**src/rtl/hb_win_pkg.sv**
```systemverilog
package hb_win_pkg;
  localparam int unsigned REG_W  = 64;
  localparam int unsigned BE_W   = REG_W / 8;
  localparam int unsigned FLD_N  = 4;   // index slots per window

  // offsets of the auxiliary registers past the last window slot
  localparam int unsigned OFS_CTRL     = 0;
  localparam int unsigned OFS_ERR_STAT = 1;
  localparam int unsigned OFS_ERR_MASK = 2;
  localparam int unsigned OFS_ERR_SET  = 3;
  localparam int unsigned OFS_TLB_ALL  = 4;
  localparam int unsigned OFS_TLB_ONE  = 5;
  localparam int unsigned OFS_LAT      = 6;
  localparam int unsigned OFS_RSVD     = 7;
  localparam int unsigned OFS_MON_CTL  = 8;
  localparam int unsigned OFS_MON_CNT  = 9;

  localparam logic [REG_W-1:0] CTRL_RST =
    (REG_W'(1) << 20) | (REG_W'(1) << 32) | (REG_W'(1) << 37);

  typedef enum logic [2:0] {
    ACC_WIN,       // window register
    ACC_CTRL,      // control register
    ACC_RZ_WDROP,  // reads zero, write dropped
    ACC_RZ_WBAD,   // reads zero, write refused
    ACC_BAD        // refused either way
  } acc_kind_e;

  typedef enum logic [1:0] {
    FLD_BASE = 2'd0,
    FLD_MASK = 2'd1,
    FLD_XLAT = 2'd2,
    FLD_NONE = 2'd3
  } win_fld_e;

  typedef struct packed {
    acc_kind_e kind;
    win_fld_e  fld;
  } acc_dec_t;
endpackage

```
**src/rtl/hb_win_decode.sv**
```systemverilog
module hb_win_decode
  import hb_win_pkg::*;
#(
  parameter int unsigned NUM_WIN = 4,
  parameter int unsigned ADDR_W  = 12,
  localparam int unsigned IDX_W    = ADDR_W - 6,
  localparam int unsigned WSEL_W   = (NUM_WIN > 1) ? $clog2(NUM_WIN) : 1,
  localparam int unsigned WIN_SPAN = NUM_WIN * FLD_N
) (
  input  logic [IDX_W-1:0]  idx_i,
  input  logic              aligned_i,
  input  logic              write_i,
  output acc_dec_t          dec_o,
  output logic [WSEL_W-1:0] win_o,
  output logic              err_o
);
  logic [IDX_W-1:0] rel;
  logic             in_win;

  assign rel    = idx_i - IDX_W'(WIN_SPAN);
  assign in_win = idx_i < IDX_W'(WIN_SPAN);

  always_comb begin
    dec_o = '{kind: ACC_BAD, fld: FLD_NONE};
    win_o = '0;
    if (in_win) begin
      win_o     = WSEL_W'(idx_i >> 2);
      dec_o.fld = win_fld_e'(idx_i[1:0]);
      dec_o.kind = (idx_i[1:0] == 2'd3) ? ACC_BAD : ACC_WIN;
    end else begin
      case (rel)
        IDX_W'(OFS_CTRL):     dec_o.kind = ACC_CTRL;
        IDX_W'(OFS_ERR_STAT): dec_o.kind = ACC_RZ_WDROP;
        IDX_W'(OFS_ERR_MASK): dec_o.kind = ACC_RZ_WBAD;
        IDX_W'(OFS_TLB_ALL):  dec_o.kind = ACC_RZ_WDROP;
        IDX_W'(OFS_ERR_SET),
        IDX_W'(OFS_TLB_ONE),
        IDX_W'(OFS_LAT),
        IDX_W'(OFS_RSVD),
        IDX_W'(OFS_MON_CTL),
        IDX_W'(OFS_MON_CNT):  dec_o.kind = ACC_BAD;
        default:              dec_o.kind = ACC_BAD;
      endcase
    end
  end

  assign err_o = !aligned_i
              || (dec_o.kind == ACC_BAD)
              || (dec_o.kind == ACC_RZ_WBAD && write_i);
endmodule

```
**src/rtl/hb_win_slot.sv**
```systemverilog
module hb_win_slot
  import hb_win_pkg::*;
(
  input  logic             clk_i,
  input  logic             rst_ni,
  input  logic             we_i,
  input  win_fld_e         fld_i,
  input  logic [REG_W-1:0] wdata_i,
  output logic [REG_W-1:0] base_o,
  output logic [REG_W-1:0] mask_o,
  output logic [REG_W-1:0] xlat_o
);
  always_ff @(posedge clk_i or negedge rst_ni) begin
    if (!rst_ni) begin
      base_o <= '0;
      mask_o <= '0;
      xlat_o <= '0;
    end else if (we_i) begin
      case (fld_i)
        FLD_BASE: base_o <= wdata_i;
        FLD_MASK: mask_o <= wdata_i;
        FLD_XLAT: xlat_o <= wdata_i;
        default:  ;
      endcase
    end
  end
endmodule

```
**src/rtl/hb_win_ctrl.sv**
```systemverilog
module hb_win_ctrl
  import hb_win_pkg::*;
#(
  parameter logic [REG_W-1:0] RST_VAL = CTRL_RST
) (
  input  logic             clk_i,
  input  logic             rst_ni,
  input  logic             we_i,
  input  logic [REG_W-1:0] wdata_i,
  output logic [REG_W-1:0] ctrl_o
);
  always_ff @(posedge clk_i or negedge rst_ni) begin
    if (!rst_ni)   ctrl_o <= RST_VAL;
    else if (we_i) ctrl_o <= wdata_i;
  end
endmodule

```
**src/rtl/hb_win_regs.sv**
```systemverilog
module hb_win_regs
  import hb_win_pkg::*;
#(
  parameter int unsigned NUM_WIN = 4,
  parameter int unsigned ADDR_W  = 12
) (
  input  logic                     clk_i,
  input  logic                     rst_ni,
  input  logic                     req_valid_i,
  input  logic                     req_write_i,
  input  logic [ADDR_W-1:0]        req_addr_i,
  input  logic [BE_W-1:0]          req_be_i,
  input  logic [REG_W-1:0]         req_wdata_i,
  output logic                     rsp_valid_o,
  output logic                     rsp_err_o,
  output logic [REG_W-1:0]         rsp_rdata_o,
  output logic [REG_W-1:0]         ctrl_o,
  output logic [NUM_WIN*REG_W-1:0] win_base_o,
  output logic [NUM_WIN*REG_W-1:0] win_mask_o,
  output logic [NUM_WIN*REG_W-1:0] win_xlat_o
);
  localparam int unsigned IDX_W  = ADDR_W - 6;
  localparam int unsigned WSEL_W = (NUM_WIN > 1) ? $clog2(NUM_WIN) : 1;

  acc_dec_t          dec;
  logic [WSEL_W-1:0] win_sel;
  logic              dec_err;
  logic              aligned;
  logic              wr_ok;
  logic              rd_ok;
  logic [REG_W-1:0]  rd_mux;
  logic [REG_W-1:0]  base_w [NUM_WIN];
  logic [REG_W-1:0]  mask_w [NUM_WIN];
  logic [REG_W-1:0]  xlat_w [NUM_WIN];
  logic              unused_addr_bits;

  // bits [5:3] select a byte lane group inside the 64-byte stride only
  assign unused_addr_bits = ^req_addr_i[5:3];
  assign aligned = (req_addr_i[2:0] == 3'd0) && (&req_be_i);

  hb_win_decode #(
    .NUM_WIN (NUM_WIN),
    .ADDR_W  (ADDR_W)
  ) i_decode (
    .idx_i     (req_addr_i[ADDR_W-1:6]),
    .aligned_i (aligned),
    .write_i   (req_write_i),
    .dec_o     (dec),
    .win_o     (win_sel),
    .err_o     (dec_err)
  );

  assign wr_ok = req_valid_i &&  req_write_i && !dec_err;
  assign rd_ok = req_valid_i && !req_write_i && !dec_err;

  for (genvar w = 0; w < NUM_WIN; w++) begin : g_win
    logic we;
    assign we = wr_ok && (dec.kind == ACC_WIN) && (win_sel == WSEL_W'(w));

    hb_win_slot i_slot (
      .clk_i   (clk_i),
      .rst_ni  (rst_ni),
      .we_i    (we),
      .fld_i   (dec.fld),
      .wdata_i (req_wdata_i),
      .base_o  (base_w[w]),
      .mask_o  (mask_w[w]),
      .xlat_o  (xlat_w[w])
    );

    assign win_base_o[w*REG_W +: REG_W] = base_w[w];
    assign win_mask_o[w*REG_W +: REG_W] = mask_w[w];
    assign win_xlat_o[w*REG_W +: REG_W] = xlat_w[w];
  end

  hb_win_ctrl #(
    .RST_VAL (CTRL_RST)
  ) i_ctrl (
    .clk_i   (clk_i),
    .rst_ni  (rst_ni),
    .we_i    (wr_ok && dec.kind == ACC_CTRL),
    .wdata_i (req_wdata_i),
    .ctrl_o  (ctrl_o)
  );

  always_comb begin
    rd_mux = '0;
    case (dec.kind)
      ACC_WIN: begin
        case (dec.fld)
          FLD_BASE: rd_mux = base_w[win_sel];
          FLD_MASK: rd_mux = mask_w[win_sel];
          FLD_XLAT: rd_mux = xlat_w[win_sel];
          default:  rd_mux = '0;
        endcase
      end
      ACC_CTRL: rd_mux = ctrl_o;
      default:  rd_mux = '0;
    endcase
  end

  always_ff @(posedge clk_i or negedge rst_ni) begin
    if (!rst_ni) begin
      rsp_valid_o <= 1'b0;
      rsp_err_o   <= 1'b0;
      rsp_rdata_o <= '0;
    end else begin
      rsp_valid_o <= req_valid_i;
      rsp_err_o   <= req_valid_i && dec_err;
      rsp_rdata_o <= rd_ok ? rd_mux : '0;
    end
  end
endmodule

```
**config.mk**
```make
export PLATFORM = sky130hd
export DESIGN_NAME = hb_win_regs
export DESIGN_NICKNAME = d
export VERILOG_FILES = /design/src/rtl/hb_win_pkg.sv /design/src/rtl/hb_win_decode.sv /design/src/rtl/hb_win_slot.sv /design/src/rtl/hb_win_ctrl.sv /design/src/rtl/hb_win_regs.sv
export SDC_FILE = /design/constraint.sdc
export NUM_CORES = 1
export LEC_CHECK = 0
export BUFFER_PORTS_ARGS = -buffer_cell sky130_fd_sc_hd__buf_4
export CAP_MARGIN = 20
export CORE_AREA = 3 3 381 383
export CTS_CLUSTER_SIZE = 25
export DETAILED_ROUTE_END_ITERATION = 6
export DIE_AREA = 0 0 384 386
export SYNTH_ARGS = -nofsm -noshare
export SYNTH_HDL_FRONTEND = slang
export SYNTH_HIERARCHICAL = 1
export SYNTH_SLANG_ARGS = --single-unit
```
**constraint.sdc**
```tcl
create_clock -name clk_i -period 1.1 [get_ports clk_i]
set_input_delay 0.22 -clock clk_i [delete_from_list [all_inputs] [get_ports clk_i]]
set_output_delay 0.22 -clock clk_i [all_outputs]
set_load 0.05 [all_outputs]
```
Word-level counts from Yosys, hierarchy flattened
Memories as Yosys holds them, arrays and structs flattened.
Cells that the tools add are included.

storage, ports and cells
  logic and storage cells = 83
  register bits = 898
  input port bits = 88
  ROM bits = 48
  memories = 1
  output and inout bits = 898

operators by class
  muxes and demuxes = 17
  bitwise logic cells = 1
  add/sub/neg operators = 1
  equal/unequal tests = 9
  reduce and logical (&&, ||, !) cells = 36
  magnitude comparators = 2

memory list
  name              depth  width  rd ports  clocked after Yosys merged registers in  wr ports  line                 text
  (name not given)  16     3      1         0                                        0         hb_win_decode.sv:31  case (rel)

operators with widths
  cell                                                                          number
  64-bit two-way mux                                                            7
  64-bit binary-select mux with 2-bit select                                    3
  64-bit case mux with 3 select lines                                           1
  64-bit case mux with 2 select lines                                           1
  2-bit AND reduction                                                           12
  1-bit logical AND                                                             13
  3-bit two-way mux                                                             3
  2-bit == test, second input constant                                          4
  8-bit AND reduction                                                           1
  2-bit zero test                                                               3
  3-bit zero test                                                               2
  6-bit by 5-bit less-than comparator with 1-bit output, second input constant  1
  6-bit by 5-bit subtractor with 6-bit output, second input constant            1
  2-bit by 1-bit == test with 1-bit output, second input constant               2
  2-bit two-way mux                                                             2
  3-bit by 1-bit == test with 1-bit output, second input constant               1
  3-bit by 2-bit == test with 1-bit output, second input constant               1
  3-bit == test, second input constant                                          1
  3-bit greater-or-equal comparator, second input constant                      1
  1-bit zero test                                                               3
  2-bit inverter with 3-bit output                                              1
  1-bit logical OR                                                              2

Longest topological paths before layout
Gate-level depths: netlist (run 1).

  word-level depth = 12
  gate-level depth with buffers = 14
  mapped depth without buffers = 12

By module
The synthesis (run 1) kept the hierarchy.

modules (own cells, without submodules)
  module         sequential area each (um^2)  cells each  instances  area each (um^2)
  hb_win_slot    4,804.6                      408         4          7,857.5
  hb_win_regs    1,651.6                      540         1          7,996.4
  hb_win_ctrl    1,605.3                      135         1          2,682.6
  hb_win_decode  0.0                          23          1          173.9

Worst setup path after synthesis (run 1)
OpenSTA, ideal clock, no wires.

  path type = input port to flip-flop
  start = in req_addr_i[1]
  end = reg g_win[2].i_slot.base_o[2]
  stages = 10
  arrival = 3.371 ns
  data required time = 0.975 ns
  buffers on the path = 2
  library setup time = 0.125 ns
  setup slack = -2.396 ns
  cells stage by stage = or4b_2 > nor3_1 > o311ai_2 > or4bb_2 > or3_1 > nor3b_1 > nor3b_2 > buf_6 > buf_12 > mux2_2

on the way
  word-level cells in the longest chain between the ends = 10

ends and longest elaborated chain
  element                          line                 text
  start: declaration               hb_win_regs.sv:11    input logic [ADDR_W-1:0] req_addr_i,
  3-bit zero test                  hb_win_regs.sv:39    assign aligned = (req_addr_i[2:0] == 3'd0) && (&req_be_i);
  1-bit logical AND                hb_win_regs.sv:39
  named net aligned                hb_win_regs.sv:28    logic aligned;
  1-bit zero test                  hb_win_decode.sv:47  assign err_o = !aligned_i
  1-bit logical OR                 hb_win_decode.sv:48  || (dec_o.kind == ACC_BAD)
  1-bit logical OR                 hb_win_decode.sv:49  || (dec_o.kind == ACC_RZ_WBAD && write_i);
  named net dec_err                hb_win_regs.sv:27    logic dec_err;
  1-bit zero test                  hb_win_regs.sv:53    assign wr_ok = req_valid_i && req_write_i && !dec_err;
  1-bit logical AND                hb_win_regs.sv:53
  1-bit logical AND (2 in series)  hb_win_regs.sv:58    assign we = wr_ok && (dec.kind == ACC_WIN) && (win_sel == WSEL_W'(w));
  named net g_win[2].we            hb_win_regs.sv:57    logic we;
  2-bit AND reduction (no line)    --
  end signal: assignment           hb_win_slot.sv:20    FLD_BASE: base_o <= wdata_i;
  end: declaration                 hb_win_slot.sv:9     output logic [REG_W-1:0] base_o,

The timed path passes the listed nets, and every way through them passes these cells.
A chain may end at the register's enable or synchronous reset.

Worst setup path in the final report (run 1)
  start = in req_addr_i[0]
  end = reg g_win[2].i_slot.mask_o[55]

on the way
  word-level cells in the longest chain between the ends = 10

ends and longest elaborated chain
  element                          line                 text
  3-bit zero test                  hb_win_regs.sv:39
  1-bit logical AND                hb_win_regs.sv:39
  named net aligned                hb_win_regs.sv:28
  1-bit zero test                  hb_win_decode.sv:47
  1-bit logical OR                 hb_win_decode.sv:48
  1-bit logical OR                 hb_win_decode.sv:49
  named net dec_err                hb_win_regs.sv:27
  1-bit zero test                  hb_win_regs.sv:53
  1-bit logical AND                hb_win_regs.sv:53
  1-bit logical AND (2 in series)  hb_win_regs.sv:58
  named net g_win[2].we            hb_win_regs.sv:57
  2-bit AND reduction (no line)    --
  end signal: assignment           hb_win_slot.sv:21    FLD_MASK: mask_o <= wdata_i;
  end: declaration                 hb_win_slot.sv:10    output logic [REG_W-1:0] mask_o,

The timed path passes the listed nets, and every way through them passes these cells.

==> results of run 1 <==
worst max-delay path by stage:
stage                   from                                     end  slack [ns]
5_1_grt        req_addr_i[0]  g_win[2].i_slot/base_o[60]$_DFFE_PN0P_       -1.85
6_report       req_addr_i[0]  g_win[2].i_slot/mask_o[55]$_DFFE_PN0P_       -1.83
4_1_cts        req_addr_i[1]  g_win[2].i_slot/base_o[54]$_DFFE_PN0P_       -1.75
3_3_place_gp   req_addr_i[1]  g_win[2].i_slot/base_o[15]$_DFFE_PN0P_       -2.62
3_5_place_dp   req_addr_i[1]   g_win[2].i_slot/base_o[8]$_DFFE_PN0P_       -2.60
2_1_floorplan  req_addr_i[1]   g_win[2].i_slot/base_o[0]$_DFFE_PN0P_       -2.01
critical path: stages:
cell,delay [ns]
buf_6,0.09
or4b_4,0.52
nor3_2,0.12
buf_4,0.17
o311ai_4,0.10
or4bb_4,0.55
or3_4,0.42
nor3b_4,0.21
buf_4,0.15
nand3b_1,0.16
buf_12,0.23
buf_16,0.17
mux2_4,0.31
final cells by class:
class	count	share of cell area
antenna	1	0.00003847
tap	1890	0.03635
timing repair buffer	2161	0.2849
inverter	4	0.0002308
clock buffer	147	0.04522
sequential	898	0.3455
clock inverter	38	0.009136
multi-input combinational	1267	0.2787
what timing repair did:
item / in CTS / in global routing
pin swaps: 9 / 8
setup buffers: 12 / 15
cloned: 7 / 28
endpoints found under the setup margin: 1794 / 1794
resized for setup: 41 / 98
hold buffers: 66 / 0
hold endpoints to repair: 1732 / 0
power groups by stage:
stage | sequential, µW | combinational, µW | clock [µW]
after CTS | 33000 | 3090 | 36700
after detailed placement | 33600 | 2880 | 0
final | 33000 | 3050 | 35900
after floorplan | 33700 | 626 | 0
after global routing | 33000 | 3280 | 38000
after global placement | 33600 | 2850 | 0
metrics by stage:
step	TNS (ns)	cells	total power [µW]	setup WS, ns
2_1_floorplan	-1549.24	2330	34290	-2.006
3_3_place_gp	-2066.09	6094	36500	-2.622
3_5_place_dp	-2056.90	6094	36520	-2.603
4_1_cts	-1914.90	6364	72800	-1.754
5_1_grt	-2021.98	6405	74310	-1.847
6_report	-1936.69	6406	72020	-1.830
flip-flops by register name, indices dropped and copies added, names as in the netlist:
name,cells
rsp_err_o,1
g_win.i_slot/mask_o,256
i_ctrl/ctrl_o,64
rsp_valid_o,1
g_win.i_slot/base_o,256
rsp_rdata_o,64
g_win.i_slot/xlat_o,256
cell families after synthesis:
logic type | after synthesis | synth area share
and+or+nand+nor | 45 | 0.008078
DFF | 898 | 0.5315
adders and majority gates | 2 | 0.0005917
AOI/OAI and AO/OA | 131 | 0.02006
buffers and inverters | 165 | 0.05075
muxes | 1089 | 0.3890
cells in the final DEF, fill, tap and decap left out, types with 17 or more instances in the layout:
| cell type | Yosys | layout |
|---|---|---|
| buf_16 | 0 | 17 |
| buf_12 | 78 | 93 |
| mux2i_1 | 64 | 64 |
| o21ai_1 | 40 | 40 |
| clkbuf_1 | 16 | 23 |
| dfrtp_1 | 895 | 895 |
| a22oi_1 | 63 | 63 |
| mux4_2 | 192 | 192 |
| buf_6 | 27 | 18 |
| o21ai_0 | 25 | 25 |
| clkbuf_16 | 0 | 127 |
| dlygate4sd3_1 | 0 | 66 |
| buf_8 | 0 | 18 |
| mux2_2 | 273 | 183 |
| clkbuf_8 | 0 | 22 |
| buf_4 | 2 | 1924 |
| mux2_4 | 560 | 650 |
layer usage:
| metal | vias to the layer above | wire (µm) | global-route usage |
|---|---|---|---|
| met2 | 1190 | 86730 | 0.3739 |
| met3 | 284 | 11850 | 0.05139 |
| met5 | - | 0 | 0 |
| li1 | 13030 | - | - |
| met4 | 0 | 6938 | 0.08495 |
| met1 | 16350 | 73560 | 0.2867 |
==> impl_metrics.tcl, run 1 <==
set metrics [dict create \
    p_switching_uw 16650 \
    finalHoldViolCount 0 \
    grt_overflow 0 \
    post-synth-top-count-cell "dfrtp_1" \
    synth_edf_count 0 \
    slew_headroom 0.5425 \
    cts_tree "done" \
    powerDensity_nw_per_um2 1107 \
    coreArea_um2 141800 \
    yosysWarnings 6 \
    min_period_ns 2.930 \
    cts.sinks 898 \
    grt_usage 0.2255 \
    area_growth_pct 53.85 \
    netlist_top_cells_area "dfrtp_1 (53%), mux2_4 (20%), mux4_2 (10%)" \
    setup_viol 1795 \
    cts_buffers 101 \
    fill_cells 12600 \
    cp_max_fo 8 \
    maxSlewViolCount 0 \
    rr_startpoint "g_win[1].i_slot/xlat_o[28]$_DFFE_PN0P_" \
    dieArea_um2 148200 \
    ir_drop_uv 1128 \
    vias 30850 \
    p_int_uw 55360 \
    place_area_um2 59230 \
    synth-seq-cells 898 \
    initial_core_util 0.2983 \
    drc 0 \
    hold_class "primary input to asynchronous set/reset pin" \
    rows 138 \
    power_leakage_uw 0.03479 \
    grt_pass1_wl_mm 242.1 \
    reg2reg_depth 3 \
    ff_latch_area_um2 22480 \
    grt_max_degree 60 \
    path_clk_slew_ns 0.07 \
    cts.path.max_buffers 3 \
    crit_path_end_kind "register" \
    finalCritPeriodShare 2.663 \
    drv_cap 0 \
    multi_input_area_um2 18130 \
    grt_pass1_vias 32980 \
    worstPathRequired_ns 1.65 \
    yosysTopAreaCellShare 0.5297 \
    cts.htree.levels 3 \
    fin_skew_ns 0.04108 \
    io_pins 986 \
    status "finished, violations left" \
    final_cell_area_um2 65050 \
    ant_nets 0 \
    synth_area_um2 42280 \
    rsz0062_at_grt "yes" \
    drive_above_1_share 0.7336 \
    syn_area_per_cell_um2 18.15 \
    worst_slack_ns -1.830 \
    async_flop_share 1.000 \
    dr.pass1.iters 5 \
    cts_root_buffer "clkbuf_16" \
    swShare 0.2312 \
    port_buffers 982 \
    pwr-share-seq 0.459 \
    timing.fmax_mhz 341.3 \
    antenna_found_initial 5 \
    synth_flop_cell "dfrtp_1" \
    dpl.hpwl_mm 126.3 \
    combPwrFrac 0.042 \
    syn_inst 2330 \
    worstSetupPathType "primary input to register" \
    ys_types 40 \
    nets 4523 \
    chipWidth_um 384 \
    yosysSeqAreaShare 0.5315 \
    finish.utilization 0.4589 \
    crit_arrival_ns 3.48 \
    routabilityCongestion 0.8925 \
    drt_iter0_drc 1832 \
    wire_per_inst_um 27.96 \
    worst_pin_slew_ns 0.6862 \
    drt-vias-per-instance 4.816 \
    die_h_um 386 \
    startpoint_type "primary input" \
    synth_area_leader_cell "dfrtp_1" \
    violations "setup timing" \
    clkLatencyLatePin_ns 0.71 \
    drt_wl_total_mm 179.1 \
    rr_endpoint "rsp_rdata_o[28]$_DFF_PN0_" \
    synth.net_count 2420 \
    ys_top_cells_by_count "dfrtp_1 (895), mux2_4 (560), mux2_2 (273)" \
    hold_ws_ns 0.1144 \
    clockPowerShare 0.499 \
    r2r_slack_ns -0.40 \
]
Note: power is estimated with default switching activity, not from simulation.
==> run 2, diff against run 1 <==
PLACE_DENSITY_LB_ADDON = 0.1   (was unset)
RECOVER_POWER = 100   (was unset)
==> impl_metrics.tcl, run 2 (synthesized netlist as in run 1, its figures left out) <==
set metrics [dict create \
    status "finished, violations left" \
    chipWidth_um 384 \
    crit_buf_inv 4 \
    slew_headroom 0.4955 \
    antenna_found_initial 1 \
    grt_overflow 0 \
    area_growth_pct 54.12 \
    p_int_uw 56120 \
    cp_top_family "simple AND/OR/NAND/NOR gates" \
    timing.fmax_mhz 348.1 \
    dpl.hpwl_mm 138.0 \
    holdCritStartpoint "req_valid_i" \
    final_cells 6397 \
    coreArea_um2 141800 \
    cp.depth 12 \
    ir_drop_uv 1148 \
    cts_buffers 107 \
    ant_nets 0 \
    fin_skew_ns 0.04007 \
    min_period_ns 2.873 \
    grt_max_degree 73 \
    cp_max_fo 6 \
    drt_wl_total_mm 190.5 \
    violations "hold timing, setup timing" \
    worst_slack_ns -1.773 \
    slowest_delay_ns 0.58 \
    slowest_stage "or4bb_4" \
    cts.sinks 898 \
    port_buffers 982 \
    drc 0 \
    hold_buffers 65 \
    rr_startpoint "g_win[3].i_slot/mask_o[63]$_DFFE_PN0P_" \
    grt_pass1_vias 33550 \
    cts.path.max_buffers 3 \
    worstPathRequired_ns 1.70 \
    grt_pass1_wl_mm 257.5 \
    hold_ws_ns -0.3384 \
    reg2reg_depth 4 \
    startpoint "req_addr_i[0]" \
    clockPowerShare 0.507 \
    power_leakage_uw 0.03478 \
    path_clk_slew_ns 0.06 \
    crit_chain "buf_8, or4b_4, nor3_4, o311ai_4, or4bb_4, or3_4, nor3b_2, nor3b_4, buf_6, buf_16, buf_4, mux2_4" \
    place_inst 6087 \
    pwr-share-seq 0.451 \
    finalHoldViolCount 2 \
    rsz0062_at_grt "yes" \
    io_pins 986 \
    startpoint_type "primary input" \
    hold_depth 1 \
    finalCritPeriodShare 2.612 \
    layout_common_cells "buf_4 (1898), dfrtp_1 (895), mux2_4 (729), mux4_2 (192), clkbuf_16 (125)" \
    nets 4504 \
    initial_core_util 0.2983 \
    crit_arrival_ns 3.47 \
    cts_tree "done" \
    drt_iter0_drc 1543 \
    fin_tns_setup_ns -1900.86 \
    routabilityCongestion 0.8814 \
    cts_root_buffer "clkbuf_16" \
    swShare 0.2349 \
    combPwrFrac 0.043 \
    top_regs "g_win.i_slot/base_o (256), g_win.i_slot/mask_o (256), g_win.i_slot/xlat_o (256)" \
    wire_per_inst_um 29.78 \
    die_h_um 386 \
    r2r_slack_ns -0.44 \
    vias 30660 \
    dr.pass1.iters 5 \
    p_switching_uw 17230 \
    final_common_cell "buf_4" \
    drive_above_1_share 0.7344 \
    setup_viol 2270 \
    worst_pin_slew_ns 0.7567 \
    cts.htree.levels 3 \
    setup.worst_path.end "g_win[2].i_slot/base_o[32]$_DFFE_PN0P_" \
    drv_cap 0 \
    crit_path_end_kind "register" \
    rows 138 \
    drt-vias-per-instance 4.793 \
    clkLatencyLatePin_ns 0.73 \
    maxSlewViolCount 0 \
    grt_usage 0.2418 \
    rr_endpoint "rsp_rdata_o[63]$_DFF_PN0_" \
    power_uw 73350 \
    worstSetupPathType "primary input to register" \
    powerDensity_nw_per_um2 1126 \
    dieArea_um2 148200 \
    hold_class "primary input to register" \
]
-- run 2: changes by cell type in the layout (fill, tap and decap cells not counted), moves of 12 or more --
cell and change:
clkinv_2 +12, buf_12 +16, buf_4 -26, mux2_4 +79
mux2_2 -79
-- run 2: repair_timing --
action | CTS | global route
gates cloned | 2 | 22
buffers inserted | 5 | 15
pin swaps | 7 | 4
endpoints found under the hold margin | 1731 | 2
gates resized for setup | 24 | 178
endpoints found under the setup margin | 1794 | 1794
-- run 2: worst min-delay path by stage --
stage,end
floorplan,g_win[0].i_slot/base_o[0]$_DFFE_PN0P_
global placement,g_win[3].i_slot/base_o[56]$_DFFE_PN0P_
detailed placement,g_win[1].i_slot/base_o[56]$_DFFE_PN0P_
CTS,rsp_valid_o$_DFF_PN0_
global route,rsp_valid_o$_DFF_PN0_
finish,rsp_valid_o$_DFF_PN0_
-- run 2: final cells by class --
type	instances	area, µm²
Tap cell	1890	2365
Clock inverter	45	515.5
Sequential cell	898	22480
Timing Repair Buffer	2136	18190
Multi-Input combinational cell	1267	18420
Clock buffer	156	3183
Inverter	4	15.01
Fill cell	12630	76590
Antenna cell	1	2.502
-- run 2: metrics by stage --
stage	util	area, µm²	setup WS (ns)
floorplan	-	42520	-2.006
global placement	0.4193	59440	-2.752
detailed placement	0.4193	59440	-2.688
CTS	0.4514	63980	-1.783
global route	0.4597	65160	-1.781
finish	0.4597	65170	-1.773
-- run 2: power groups by stage --
stage	clock (µW)	sequential (µW)	combinational [µW]
6_report	37200	33000	3130
5_1_grt	39300	33000	3380
4_1_cts	38000	33000	3240
3_5_place_dp	0	33600	3030
3_3_place_gp	0	33600	2970
2_1_floorplan	0	33700	626
-- run 2: per-layer routing --
| layer | vias up | wire, µm | track usage |
|---|---|---|---|
| met5 | - | 0 | 0 |
| met4 | 0 | 8626 | 0.1020 |
| met3 | 265 | 11940 | 0.06070 |
| met2 | 1067 | 93040 | 0.4062 |
| met1 | 16370 | 76890 | 0.2948 |
| li1 | 12960 | - | - |
